`src/rtl/coh_link_pkg.sv`:
```
package coh_link_pkg;

    typedef enum logic [1:0] {
        LINK_DETACHED = 2'd0,
        LINK_ATTACHED = 2'd1,
        LINK_DRAINING = 2'd2
    } link_state_e;

    function automatic int unsigned cnt_width(input int unsigned max_val);
        int unsigned w;
        w = 1;
        while ((1 << w) <= max_val) w++;
        return w;
    endfunction

endpackage

```
`src/rtl/coh_link_fsm.sv`:
```
module coh_link_fsm
    import coh_link_pkg::*;
(
    input  logic        clk,
    input  logic        rst_n,
    input  logic        req_i,
    input  logic        cnt_zero_i,
    output logic        ack_o,
    output logic        issue_ok_o,
    output link_state_e state_o
);

    link_state_e state_q, state_d;

    always_comb begin
        state_d = state_q;
        unique case (state_q)
            LINK_DETACHED: if (req_i)      state_d = LINK_ATTACHED;
            LINK_ATTACHED: if (!req_i)     state_d = LINK_DRAINING;
            LINK_DRAINING: if (cnt_zero_i) state_d = LINK_DETACHED;
            default:                       state_d = LINK_DETACHED;
        endcase
    end

    always_ff @(posedge clk or negedge rst_n) begin
        if (!rst_n) state_q <= LINK_DETACHED;
        else        state_q <= state_d;
    end

    always_comb begin
        ack_o      = 1'b0;
        issue_ok_o = 1'b0;
        unique case (state_q)
            LINK_DETACHED: begin
                ack_o      = 1'b0;
                issue_ok_o = 1'b0;
            end
            LINK_ATTACHED: begin
                ack_o      = 1'b1;
                issue_ok_o = 1'b1;
            end
            LINK_DRAINING: begin
                ack_o      = 1'b1;
                issue_ok_o = 1'b0;
            end
            default: begin
                ack_o      = 1'b0;
                issue_ok_o = 1'b0;
            end
        endcase
    end

    assign state_o = state_q;


    ack_rise_chk: assert property (@(posedge clk) disable iff (!rst_n)
        $rose(ack_o) |-> $past(req_i));


    drain_exit_chk: assert property (@(posedge clk) disable iff (!rst_n)
        (state_q == LINK_DRAINING && !cnt_zero_i) |=> state_q == LINK_DRAINING);

endmodule

```
`src/rtl/coh_snoop_tracker.sv`:
```
module coh_snoop_tracker #(
    parameter int unsigned MAX_OUT = 4,
    localparam int unsigned CNT_W  = coh_link_pkg::cnt_width(MAX_OUT)
) (
    input  logic             clk,
    input  logic             rst_n,
    input  logic             inc_i,
    input  logic             done_i,
    output logic [CNT_W-1:0] cnt_o,
    output logic             full_o,
    output logic             zero_o
);

    localparam logic [CNT_W-1:0] CNT_MAX = CNT_W'(MAX_OUT);

    logic [CNT_W-1:0] cnt_q;
    logic             dec;

    assign dec    = done_i && (cnt_q != '0);
    assign full_o = (cnt_q == CNT_MAX);
    assign zero_o = (cnt_q == '0);
    assign cnt_o  = cnt_q;

    always_ff @(posedge clk or negedge rst_n) begin
        if (!rst_n) begin
            cnt_q <= '0;
        end else begin
            unique case ({inc_i, dec})
                2'b10:   cnt_q <= cnt_q + 1'b1;
                2'b01:   cnt_q <= cnt_q - 1'b1;
                default: cnt_q <= cnt_q;
            endcase
        end
    end


    no_overflow_chk: assert property (@(posedge clk) disable iff (!rst_n)
        cnt_q <= CNT_MAX);


    no_underflow_chk: assert property (@(posedge clk) disable iff (!rst_n)
        ($past(cnt_q) == '0 && !$past(inc_i)) |-> cnt_q == '0);

endmodule

```
`src/rtl/coh_req_monitor.sv`:
```
module coh_req_monitor (
    input  logic clk,
    input  logic rst_n,
    input  logic req_i,
    input  logic ack_i,
    output logic err_o
);

    logic req_q;
    logic err_q;
    logic violation;

    assign violation = (req_i != req_q) && (ack_i != req_q);

    always_ff @(posedge clk or negedge rst_n) begin
        if (!rst_n) begin
            req_q <= 1'b0;
            err_q <= 1'b0;
        end else begin
            req_q <= req_i;
            err_q <= violation;
        end
    end

    assign err_o = err_q;

endmodule

```
`src/rtl/coh_link_ctrl.sv`:
```
module coh_link_ctrl
    import coh_link_pkg::*;
#(
    parameter int unsigned MAX_OUT = 4,
    localparam int unsigned CNT_W  = cnt_width(MAX_OUT)
) (
    input  logic clk,
    input  logic rst_n,
    input  logic coh_req_i,
    output logic coh_ack_o,
    input  logic snp_want_i,
    output logic snp_grant_o,
    input  logic snp_done_i,
    output logic proto_err_o
);

    logic             issue_ok;
    logic             cnt_full;
    logic             cnt_zero;
    logic [CNT_W-1:0] cnt;
    link_state_e      state;

    coh_link_fsm u_fsm (
        .clk        (clk),
        .rst_n      (rst_n),
        .req_i      (coh_req_i),
        .cnt_zero_i (cnt_zero),
        .ack_o      (coh_ack_o),
        .issue_ok_o (issue_ok),
        .state_o    (state)
    );

    assign snp_grant_o = snp_want_i && issue_ok && coh_req_i && !cnt_full;

    coh_snoop_tracker #(.MAX_OUT(MAX_OUT)) u_trk (
        .clk    (clk),
        .rst_n  (rst_n),
        .inc_i  (snp_grant_o),
        .done_i (snp_done_i),
        .cnt_o  (cnt),
        .full_o (cnt_full),
        .zero_o (cnt_zero)
    );

    coh_req_monitor u_mon (
        .clk   (clk),
        .rst_n (rst_n),
        .req_i (coh_req_i),
        .ack_i (coh_ack_o),
        .err_o (proto_err_o)
    );


    grant_needs_link_chk: assert property (@(posedge clk) disable iff (!rst_n)
        snp_grant_o |-> (coh_ack_o && state == LINK_ATTACHED));


    grant_blocked_chk: assert property (@(posedge clk) disable iff (!rst_n)
        !coh_req_i |-> !snp_grant_o);


    ack_fall_drained_chk: assert property (@(posedge clk) disable iff (!rst_n)
        $fell(coh_ack_o) |-> ($past(cnt) == '0));


    err_pulse_chk: assert property (@(posedge clk) disable iff (!rst_n)
        proto_err_o |-> $past(coh_req_i) != $past(coh_req_i, 2));

endmodule

```
`config.mk`:
```
export PLATFORM = sky130hd
export DESIGN_NAME = coh_link_ctrl
export DESIGN_NICKNAME = d
export VERILOG_FILES = /design/src/rtl/coh_link_pkg.sv /design/src/rtl/coh_link_fsm.sv /design/src/rtl/coh_snoop_tracker.sv /design/src/rtl/coh_req_monitor.sv /design/src/rtl/coh_link_ctrl.sv
export SDC_FILE = /design/constraint.sdc
export NUM_CORES = 1
export LEC_CHECK = 0
export ABC_AREA = 1
export BUFFER_PORTS_ARGS = -buffer_cell sky130_fd_sc_hd__buf_2
export CAP_MARGIN = 20
export CORE_AREA = 2 2 39 41
export DETAILED_ROUTE_END_ITERATION = 8
export DIE_AREA = 0 0 41 43
export GPL_ROUTABILITY_DRIVEN = 0
export PLACE_DENSITY_LB_ADDON = 0.08
export SLEW_MARGIN = 30
export SYNTH_ARGS = -nofsm -noshare
export SYNTH_HDL_FRONTEND = slang
export SYNTH_SLANG_ARGS = --single-unit
```
`constraint.sdc`:
```
create_clock -name clk -period 1.9 [get_ports clk]
set_clock_uncertainty 0.05 [all_clocks]
set_input_delay 0.19 -clock clk [delete_from_list [all_inputs] [get_ports clk]]
set_output_delay 0.19 -clock clk [all_outputs]
set_load 0.01 [all_outputs]
```
==> reports/summary.txt <==
Status: finished clean
Root buffer cell: clkbuf_4
Reg-to-Reg End: u_trk.cnt_o[2]$_DFFE_PN0P_
First-pass GRT wire length: 1.511 mm
Starting Density: 33.27%
FP Rows: 14
Max Cap Viol: 0
Worst reg-to-reg setup slack: 0.06 ns
Data required time at the worst endpoint: 1.99 ns
Synth Register Bits: 7
Total GRT Usage: 13.03%
Top cells by area, synth: dfrtp_1, ha_1, inv_1, nand2_1, fa_1
Relative slew slack: 86.95%
Least-Margin Pin Slew: 0.1950 ns
I/O Buffers: 7
YS warnings: 0
Total power of the final layout: 0.001069 W
Commonest non-fill, non-tap cells in the layout: nand2_1, inv_1, buf_4
Critical Path AT: 1.93 ns
CTS tree: yes
HPWL after DPL: 670 microns
Vias: 405
Die width: 41 microns
Worst-path clk slew: 0.05 ns
Largest net degree at the start of global routing: 8
Multi-input gate area: 285.3 sq um
P_leak: 0.3653 nW
Global route overflow: 0
Slew Limit Fails: 0
Sw Ratio: 41.83%
Leading area contributor after synthesis: dfrtp_1
Final worst path period share: 96.70%
Synth top area share: 38.04%
VDD IR-drop max: 0.0006779 V
Commonest non-fill, non-tap cell in the layout: nand2_1
Hold path startpoint: coh_req_i
Routed WL per cell: 9.387 microns
Kind of critical path: flip-flop to flip-flop
Syn-to-layout area delta: 46.74%
Power Internal: 0.0006218 W
Storage element area: 175.2 sq um
H-tree levels: 1
Pre-antenna DRT Iters: 2
Worst hold endpoint: u_mon.req_q$_DFF_PN0_
WHS: 0.09029 ns
Switching Power: 0.0004472 W
Routed WL: 873 microns
Share of cells above drive strength 1: 45.45%
Fin nets: 89
Worst Reg-to-Reg Cells: 9
Initial DRC count: 5
Post-Place Cells: 87
Num Clock Sinks: 7
Ant. Diodes: 0
WHS Path Cells: 1
Critical path peak fanout: 3
Post-Syn Area: 460.4 sq um
Final Hold Vio Count: 0
Initial antenna violation count: 0
Min-delay worst type: primary input to flip-flop
Via density: 4.355
RSZ-0062 raised after global routing: true
Seq pwr share: 24.8%
Worst-Skew Late Latency: 0.25 ns
Endpoint type of the worst setup path: flip-flop
Die height: 43 microns
PwrDens: 1582 mW/mm^2
Worst setup SP type: flip-flop
Worst reg2reg startpoint: u_trk.cnt_o[0]$_DFFE_PN0P_
Period minus WS final: 1.837 ns
Fill count: 144
Distinct cells, synth: 18
Post-Synthesis Net Count: 66
Antenna Nets Post-Route: 0
DRC violations left: 0
Comb pwr share: 62.6%
I/O pin count: 8
Final setup viols: 0
Clock Path Buffers: 2
Vias in the first global route: 373
Clk network pwr share: 12.6%
Sequential-to-total area share from yosys stat: 38.04%
Cells after Synth: 55
Mapped Avg Cell Area: 8.372 sq um
Fmax: 544.3 MHz
Core Box Area: 0.001384 sq mm
Cell Count, Final, Fillers Out: 93
Inserted Clock Buffers: 3
Die area: 0.001763 sq mm
## final cells by class
class,instances,share of cell area (%)
multi-input cells,35,42.22
flip-flops and latches,7,25.93
repair buffers,18,17.78
inverters,13,7.222
clock buffers,4,3.889
well taps,16,2.963
## worst max-delay path by stage
stage | from | end | slack (ns) | cells past startpoint
finish | u_trk.cnt_o[0]$_DFFE_PN0P_ | u_trk.cnt_o[2]$_DFFE_PN0P_ | 0.06 | 9
global placement | u_fsm.state_o[0]$_DFFE_PN0P_ | u_trk.cnt_o[2]$_DFFE_PN0P_ | -0.03 | 10
floorplan | u_fsm.state_o[1]$_DFFE_PN0P_ | u_trk.cnt_o[1]$_DFFE_PN0P_ | -0.02 | 9
detailed placement | u_fsm.state_o[1]$_DFFE_PN0P_ | u_trk.cnt_o[2]$_DFFE_PN0P_ | -0.02 | 11
global route | u_trk.cnt_o[2]$_DFFE_PN0P_ | u_trk.cnt_o[2]$_DFFE_PN0P_ | -0.03 | 11
CTS | u_fsm.state_o[0]$_DFFE_PN0P_ | u_trk.cnt_o[2]$_DFFE_PN0P_ | -0.01 | 10
## synth_stat cells
cell type   n
ha_1        5
nand2_2     3
xnor2_1     1
nor3_2      1
a21boi_0    1
inv_1      12
fa_1        1
nand4_1     1
inv_2       1
nor2_1      2
or2_1       1
dfrtp_1     7
nor2_2      1
nand3_1     3
nand2_1    11
nor2_4      1
nor3_1      1
o21ai_0     2
## logic make-up (layout without fill, tap and decap cells)
family / Yosys count / after routing / synth area share [%]
AO/OA/AOI/OAI: 3 / 3 / 3.805
XOR/XNOR: 1 / 1 / 1.903
adder cells (fa/ha/maj): 6 / 6 / 17.93
buffers and inverters: 13 / 35 / 10.60
flip-flops: 7 / 7 / 38.04
AND/OR/NAND/NOR: 25 / 25 / 27.72
## what timing repair did
item,in CTS,in global routing
hold buffers,1,0
hold endpoints to repair,7,0
endpoints found under the setup margin,2,2
pin swaps,1,5
gates resized for setup,1,11
setup buffers,0,1
## metal layers
| metal | global-route usage, % | up-vias | share of wire [%] |
|---|---|---|---|
| li1 | - | 209 | - |
| met1 | 16.84 | 188 | 39 |
| met2 | 18.75 | 8 | 57 |
| met3 | 6.283 | 0 | 3.8 |
| met4 | 4.000 | 0 | 0 |
| met5 | 0 | - | 0 |
## sequential cells by signal (all words and copies together), names as in the netlist
register,flops
u_fsm.state_o,2
u_trk.cnt_o,3
u_mon.err_o,1
u_mon.req_q,1
## critical path, cell delays in order (launching register included)
cell and delay (ns):
dfrtp_1 0.41, buf_4 0.15, nor2_2 0.04, a21boi_1 0.13, ha_2 0.19, inv_2 0.04, fa_2 0.32, or2_1 0.26
nand4_1 0.08, nand2_1 0.06
## stage by stage
step	area, sq um	TNS, ns	utilization (%)	setup slack [ns]
after floorplan	462.9	-0.02178	-	-0.02178
after global placement	585.6	-0.04045	42.31	-0.03091
after detailed placement	585.6	-0.03850	42.31	-0.02106
after CTS	621.8	-0.01419	44.94	-0.01419
after global routing	675.6	-0.03433	48.82	-0.03433
final	675.6	0	48.82	0.06268
## power groups by stage
stage | registers (W) | logic, W | clock network (W)
4_1_cts | 0.000247 | 0.000592 | 0.000140
3_3_place_gp | 0.000250 | 0.000577 | 0
5_1_grt | 0.000278 | 0.000767 | 0.000153
6_report | 0.000265 | 0.000670 | 0.000134
2_1_floorplan | 0.000263 | 0.000339 | 0
3_5_place_dp | 0.000249 | 0.000581 | 0
(Power assumes the default switching activity.)
